### config.mk
export PLATFORM = sky130hd
export DESIGN_NAME = ftl_xlate
export DESIGN_NICKNAME = d
export VERILOG_FILES = /design/src/rtl/ftl_pkg.sv /design/src/rtl/ftl_lfsr.sv /design/src/rtl/ftl_tables.sv /design/src/rtl/ftl_xlate.sv
export SDC_FILE = /design/constraint.sdc
export NUM_CORES = 1
export LEC_CHECK = 0
export ABC_CLOCK_PERIOD_IN_PS = 7200
export BUFFER_PORTS_ARGS = -buffer_cell sky130_fd_sc_hd__buf_2
export CAP_MARGIN = 5
export CORE_ASPECT_RATIO = 2
export CORE_MARGIN = 2
export CORE_UTILIZATION = 53
export DETAILED_ROUTE_END_ITERATION = 16
export PLACE_DENSITY_LB_ADDON = 0.1
export SETUP_SLACK_MARGIN = 0.4
export SLEW_MARGIN = 20
export SYNTH_ARGS = -nofsm -noshare
export SYNTH_HDL_FRONTEND = slang
export SYNTH_SLANG_ARGS = --single-unit
### constraint.sdc
create_clock -name clk -period 7.2 [get_ports clk]
set_clock_uncertainty 0.2 [all_clocks]
set_input_delay 1.44 -clock clk [delete_from_list [all_inputs] [get_ports clk]]
set_output_delay 1.44 -clock clk [all_outputs]
set_load 0.02 [all_outputs]
### src/rtl/ftl_pkg.sv
package ftl_pkg;
  typedef enum logic [3:0] {
    S_IDLE, S_LOOKUP, S_CHOOSE, S_FIND, S_RREAD,
    S_RPROG, S_PROG, S_HREAD, S_RESP
  } ftl_state_e;

  function automatic int lfsr_mask_bits(input int w);
    case (w)
      8:       return 'hB8;
      10:      return 'h240;
      12:      return 'hE08;
      default: return 'hB400;
    endcase
  endfunction
endpackage

### src/rtl/ftl_lfsr.sv
module ftl_lfsr #(
  parameter int W = 16
) (
  input  logic         clk,
  input  logic         rst_n,
  input  logic         en,
  output logic [W-1:0] value
);
  localparam logic [W-1:0] MASK = W'(ftl_pkg::lfsr_mask_bits(W));

  logic [W-1:0] s_q, s_d;

  always_comb begin
    s_d = s_q >> 1;
    if (s_q[0]) s_d = s_d ^ MASK;
  end

  always_ff @(posedge clk or negedge rst_n) begin
    if (!rst_n)  s_q <= W'(1);
    else if (en) s_q <= s_d;
  end

  assign value = s_q;
endmodule

### src/rtl/ftl_tables.sv
module ftl_tables #(
  parameter int PHYS_PAGES = 8,
  parameter int PW         = 3
) (
  input  logic                  clk,
  input  logic                  rst_n,
  input  logic [PW-1:0]         lidx,
  output logic [PW-1:0]         l2p_rd,
  output logic                  lmapped,
  output logic [PHYS_PAGES-1:0] used,
  input  logic                  free_en,
  input  logic [PW-1:0]         free_page,
  input  logic                  reloc_en,
  input  logic [PW-1:0]         reloc_src,
  input  logic [PW-1:0]         reloc_dst,
  input  logic                  map_en,
  input  logic [PW-1:0]         map_lpage,
  input  logic [PW-1:0]         map_page
);
  localparam int LOG_PAGES = PHYS_PAGES - 1;

  logic [PW-1:0] l2p   [LOG_PAGES];
  logic          lval  [LOG_PAGES];
  logic [PW-1:0] owner [PHYS_PAGES];
  logic [PW-1:0] reloc_owner;

  assign reloc_owner = owner[reloc_src];
  assign l2p_rd      = l2p[lidx];
  assign lmapped     = lval[lidx];

  for (genvar gl = 0; gl < LOG_PAGES; gl++) begin : g_log
    logic [PW-1:0] ent_q;
    logic          val_q;
    logic          set_map, set_reloc;
    assign set_map   = map_en && (map_lpage == PW'(gl));
    assign set_reloc = reloc_en && (reloc_owner == PW'(gl));
    always_ff @(posedge clk or negedge rst_n) begin
      if (!rst_n) begin
        ent_q <= '0;
        val_q <= 1'b0;
      end else if (set_map) begin
        ent_q <= map_page;
        val_q <= 1'b1;
      end else if (set_reloc) begin
        ent_q <= reloc_dst;
      end
    end
    assign l2p[gl]  = ent_q;
    assign lval[gl] = val_q;
  end

  for (genvar gp = 0; gp < PHYS_PAGES; gp++) begin : g_phys
    logic [PW-1:0] own_q;
    logic          used_q;
    logic          hit_map, hit_reloc, hit_free;
    assign hit_map   = map_en && (map_page == PW'(gp));
    assign hit_reloc = reloc_en && (reloc_dst == PW'(gp));
    assign hit_free  = free_en && (free_page == PW'(gp));
    always_ff @(posedge clk or negedge rst_n) begin
      if (!rst_n) begin
        own_q  <= '0;
        used_q <= 1'b0;
      end else if (hit_map) begin
        own_q  <= map_lpage;
        used_q <= 1'b1;
      end else if (hit_reloc) begin
        own_q  <= reloc_owner;
        used_q <= 1'b1;
      end else if (hit_free) begin
        used_q <= 1'b0;
      end
    end
    assign owner[gp] = own_q;
    assign used[gp]  = used_q;
  end
endmodule

### src/rtl/ftl_xlate.sv
module ftl_xlate
  import ftl_pkg::*;
#(
  parameter  int PHYS_PAGES = 8,
  parameter  int DATA_W     = 32,
  parameter  int LFSR_W     = 16,
  localparam int PW         = $clog2(PHYS_PAGES)
) (
  input  logic              clk,
  input  logic              rst_ni,
  input  logic              h_valid,
  output logic              h_ready,
  input  logic              h_write,
  input  logic [PW-1:0]     h_lpage,
  input  logic [DATA_W-1:0] h_wdata,
  output logic              h_done,
  output logic [DATA_W-1:0] h_rdata,
  output logic              fl_req,
  output logic              fl_write,
  output logic [PW-1:0]     fl_page,
  output logic [DATA_W-1:0] fl_wdata,
  input  logic              fl_ack,
  input  logic [DATA_W-1:0] fl_rdata
);
  localparam logic [PW-1:0] LAST_PAGE = PW'(PHYS_PAGES - 1);

  // reset: asynchronous assertion, synchronous release
  logic rs1_q, rs2_q, rst_n;
  always_ff @(posedge clk or negedge rst_ni) begin
    if (!rst_ni) begin
      rs1_q <= 1'b0;
      rs2_q <= 1'b0;
    end else begin
      rs1_q <= 1'b1;
      rs2_q <= rs1_q;
    end
  end
  assign rst_n = rs2_q;

  ftl_state_e st_q, st_d;
  logic              wr_q;
  logic [PW-1:0]     lpage_q, target_q, scan_q, rdpage_q, pick, pick_next, scan_next;
  logic [DATA_W-1:0] wdata_q, buf_q, rdata_q;
  logic [LFSR_W-1:0] rnd;
  logic [PW-1:0]     l2p_rd;
  logic              lmapped;
  logic [PHYS_PAGES-1:0] used;
  logic free_en, reloc_en, map_en;
  logic accept;

  ftl_lfsr #(.W(LFSR_W)) u_lfsr (
    .clk(clk), .rst_n(rst_n), .en(1'b1), .value(rnd)
  );

  ftl_tables #(.PHYS_PAGES(PHYS_PAGES), .PW(PW)) u_tab (
    .clk(clk), .rst_n(rst_n),
    .lidx(lpage_q), .l2p_rd(l2p_rd), .lmapped(lmapped), .used(used),
    .free_en(free_en), .free_page(l2p_rd),
    .reloc_en(reloc_en), .reloc_src(target_q), .reloc_dst(scan_q),
    .map_en(map_en), .map_lpage(lpage_q), .map_page(target_q)
  );

  assign pick      = PW'(rnd % LFSR_W'(PHYS_PAGES));
  assign pick_next = (pick == LAST_PAGE) ? '0 : pick + PW'(1);
  assign scan_next = (scan_q == LAST_PAGE) ? '0 : scan_q + PW'(1);
  assign accept    = (st_q == S_IDLE) && h_valid;

  assign free_en  = (st_q == S_LOOKUP) && wr_q && lmapped;
  assign reloc_en = (st_q == S_RPROG) && fl_ack;
  assign map_en   = (st_q == S_PROG) && fl_ack;

  // next state
  always_comb begin
    st_d = st_q;
    case (st_q)
      S_IDLE:   if (h_valid) st_d = S_LOOKUP;
      S_LOOKUP: st_d = wr_q ? S_CHOOSE : (lmapped ? S_HREAD : S_RESP);
      S_CHOOSE: st_d = used[pick] ? S_FIND : S_PROG;
      S_FIND:   if (!used[scan_q]) st_d = S_RREAD;
      S_RREAD:  if (fl_ack) st_d = S_RPROG;
      S_RPROG:  if (fl_ack) st_d = S_PROG;
      S_PROG:   if (fl_ack) st_d = S_RESP;
      S_HREAD:  if (fl_ack) st_d = S_RESP;
      S_RESP:   st_d = S_IDLE;
      default:  st_d = S_IDLE;
    endcase
  end

  // registers
  always_ff @(posedge clk or negedge rst_n) begin
    if (!rst_n) begin
      st_q     <= S_IDLE;
      wr_q     <= 1'b0;
      lpage_q  <= '0;
      wdata_q  <= '0;
      target_q <= '0;
      scan_q   <= '0;
      rdpage_q <= '0;
      buf_q    <= '0;
      rdata_q  <= '0;
    end else begin
      st_q <= st_d;
      if (accept) begin
        wr_q    <= h_write;
        lpage_q <= h_lpage;
        wdata_q <= h_wdata;
      end
      if (st_q == S_LOOKUP && !wr_q) begin
        rdpage_q <= l2p_rd;
        if (!lmapped) rdata_q <= '1;
      end
      if (st_q == S_CHOOSE) begin
        target_q <= pick;
        scan_q   <= pick_next;
      end
      if (st_q == S_FIND && used[scan_q]) scan_q <= scan_next;
      if (st_q == S_RREAD && fl_ack) buf_q <= fl_rdata;
      if (st_q == S_HREAD && fl_ack) rdata_q <= fl_rdata;
    end
  end

  // flash request decode
  always_comb begin
    fl_req   = 1'b0;
    fl_write = 1'b0;
    fl_page  = target_q;
    fl_wdata = wdata_q;
    case (st_q)
      S_HREAD: begin fl_req = 1'b1; fl_page = rdpage_q; end
      S_RREAD: begin fl_req = 1'b1; end
      S_RPROG: begin fl_req = 1'b1; fl_write = 1'b1; fl_page = scan_q; fl_wdata = buf_q; end
      S_PROG:  begin fl_req = 1'b1; fl_write = 1'b1; end
      default: ;
    endcase
  end

  assign h_ready = (st_q == S_IDLE);
  assign h_done  = (st_q == S_RESP);
  assign h_rdata = rdata_q;
endmodule

==> results.toml <==
[outcome]
status = "complete, no violations"

[power_and_ir_drop]
p_sw_share_pct = 37.3
vdd_drop_max_mv = 0.284
p_sw_mw = 1.60
power_frac_clock_pct = 23.4
power.internal_mw = 2.70
power_frac_comb_pct = 36.8
power_mw = 4.30
seq_power_share_pct = 39.8
power_density_nw_per_um2 = 420
p_leak_nw = 4.50

[min_path]
hold_path.class = "flop to flop"
whs_path_depth = 0
min_to = "u_lfsr.value[2]"
hold_start = "u_lfsr.value[3]"

[synthesis]
mappedNetlistNets = 798
ys_seq_elements = 191
synth_async_sr_flop_share_pct = 100
yosys_warnings = 0
netlist_instances = 718
syn_area_per_cell_um2 = 12.1
synth_area_um2 = 8720
ys.flop_type = "dfrtp_1"
synth.area.top_cells = "dfrtp_1 55%, mux2_2 13%, mux2i_1 3.6%"
synth.largest_area_cell = "dfrtp_1"
ys_seq_area_share_pct = 54.8
yosys-top-cells-count = "190 x dfrtp_1, 104 x mux2_2, 56 x nand2_1, 47 x nor2_1, 34 x o21ai_0"
synth-edff-count = 0
synth_cell_types = 55
post-synth-top-count-cell = "dfrtp_1"
synth_top_area_share_pct = 54.5

[sta]
post-route-period-util_pct = 60.8
max_slew.worst_pin.slew_ns = 1.03
rsz0062_at_grt = "no"
tns_ns = 0
fin_ws_ns = 2.82
slew_headroom_pct = 29.3
drv_slew = 0
finalSetupViolations = 0
finalCriticalPeriod_ns = 4.38
fmax_mhz = 228
hold_viol_final = 0

[cts]
numCtsBuffers = 17
h-tree-depth = 4
cts-hold-fix-buffers = 0
clockBufferDepth = 2
clk_latency_ns = 0.43
clkSinkCount = 191
cts.reportedPaths.clkPinSlew_ns = 0.07
cts_setup_buffers = 0
clockRootBuffer = "clkbuf_16"
cts_resized = 0
cts_tree = "done"

[worst_setup_path]
cp-start-kind = "flop"
reg2regPathDepth = 6
cp.required_ns = 5.56
path_max_fanout = 32
reg2reg_to = "u_tab.g_log[1].ent_q[1]"
critical_path_class = "flop to primary output"
arrival_ns = 2.74
rrSetupSlack_ns = 3.72
end_kind = "primary output"
reg2reg_from = "target_q[0]"

[floorplan]
io_pins = 143
coreArea_um2 = 16200
start_util_pct = 53.9
dieArea_um2 = 17600
die_x_um = 94.7
rows = 66
fp.dieH_um = 185

[final_layout]
area_growth_pct = 17.3
drive_gt1_share_pct = 35.8
nets = 928
final_cells = 1067
register_area_um2 = 4780
multiInputGateArea_um2 = 3750
nFillCells = 1310

[grt]
grt_max_degree = 71
grt_usage_pct = 29.1
grt_pass1_vias = 7070
antenna_found_initial = 1
grt_overflow = 0
grt_pass1_wl_mm = 38.2

[route]
drc_errors = 0
wl_mm = 24.1
routed_via_density = 6.15
wire_per_inst_um = 22.6
ant_nets = 0
first_pass_iters = 5
drt_iter0_markers = 510
vias = 6562

[run]
maxCapViolCount = 0

[placed_design]
hpwl_mm = 17.2
dp.cells = 1033
pre_cts_slack_ns = 3.29
io_buffers = 142
gp_congestion = 0.934
-- worst max-delay path: stages (launching register included) --
cell and delay, ns:
dfrtp_1 0.57, nand2b_1 0.35, nor2_4 0.78, mux2_2 0.42, buf_2 0.16
-- state kept, by name, summed over array words and instances, names as in the netlist, 4 cells and up --
signal	flops
wdata_q	32
u_tab.g_log.val_q	7
u_tab.g_log.ent_q	21
st_q	4
u_lfsr.value	16
buf_q	32
h_rdata	32
u_tab.g_phys.own_q	24
u_tab.g_phys.used_q	8
-- logic make-up after synthesis --
group / synth area share, %
DFF: 54.8
and+or+nand+nor: 9.46
AOI/OAI and AO/OA: 12.3
muxes: 19.6
buffers and inverters: 2.28
adders and majority gates: 1.15
xor gates and xnor gates: 0.301
other: 0.0430
-- layer usage --
metal  vias up  wire length, µm  global-route usage [%]
met4         0             1350                    17.0
met1      3270             8460                    31.3
met5         -                0                       0
li1       2878                -                       -
met2       323            12800                    51.6
met3        91             1430                    6.02
-- power groups by stage --
stage          clock [mW]  sequential, mW  combinational [mW]
6_report             1.01            1.71                1.58
5_1_grt              1.06            1.75                1.70
4_1_cts              1.02            1.70                1.58
3_5_place_dp            0            1.72                1.57
3_3_place_gp            0            1.71                1.52
2_1_floorplan           0            1.62                1.14
-- placed cells by master, fill, tap and decap left out, types with 4 or more instances in the layout --
cell	count
ha_1	8
o22a_1	32
clkbuf_16	17
inv_1	8
a21oi_1	28
buf_4	10
nand4_1	4
mux2_2	104
o211ai_1	5
nand2b_1	14
o21ai_0	34
nand3_1	11
nor2b_1	5
mux2i_1	31
a31oi_1	4
nand2_1	55
nand3b_1	5
clkinvlp_4	4
mux4_2	9
a221o_1	7
nor3_1	7
buf_2	142
nor2_1	46
a22oi_1	19
a211oi_1	4
dfrtp_1	189
bufinv_16	4
-- worst max path at each step --
stage | slack, ns | start | to | cells after the start
after floorplan | 1.29 | rs2_q | buf_q[0] | 0
after global placement | 3.42 | st_q[1] | fl_wdata[30] | 4
after detailed placement | 3.29 | st_q[1] | fl_wdata[28] | 4
after CTS | 2.83 | st_q[1] | fl_wdata[28] | 4
after global routing | 2.67 | st_q[1] | fl_wdata[17] | 4
final | 2.82 | st_q[1] | fl_wdata[28] | 4
-- through the flow --
stage	util [%]	area, µm²	hold WS, ns
global placement	59.3	9610	0.137
detailed placement	59.3	9610	0.136
CTS	63.2	10200	0.153
finish	63.2	10200	0.150
floorplan	-	8720	0.131
global route	63.2	10200	0.157
-- layout make-up --
class,count,area share [%]
clock inverter,13,1.82
sequential,191,46.8
inverter,8,0.294
tap,204,2.50
timing repair buffer,152,7.68
multi-input combinational,478,36.7
clock buffer,19,4.23
antenna,2,0.0489
Note: power is estimated with default switching activity, not from simulation.
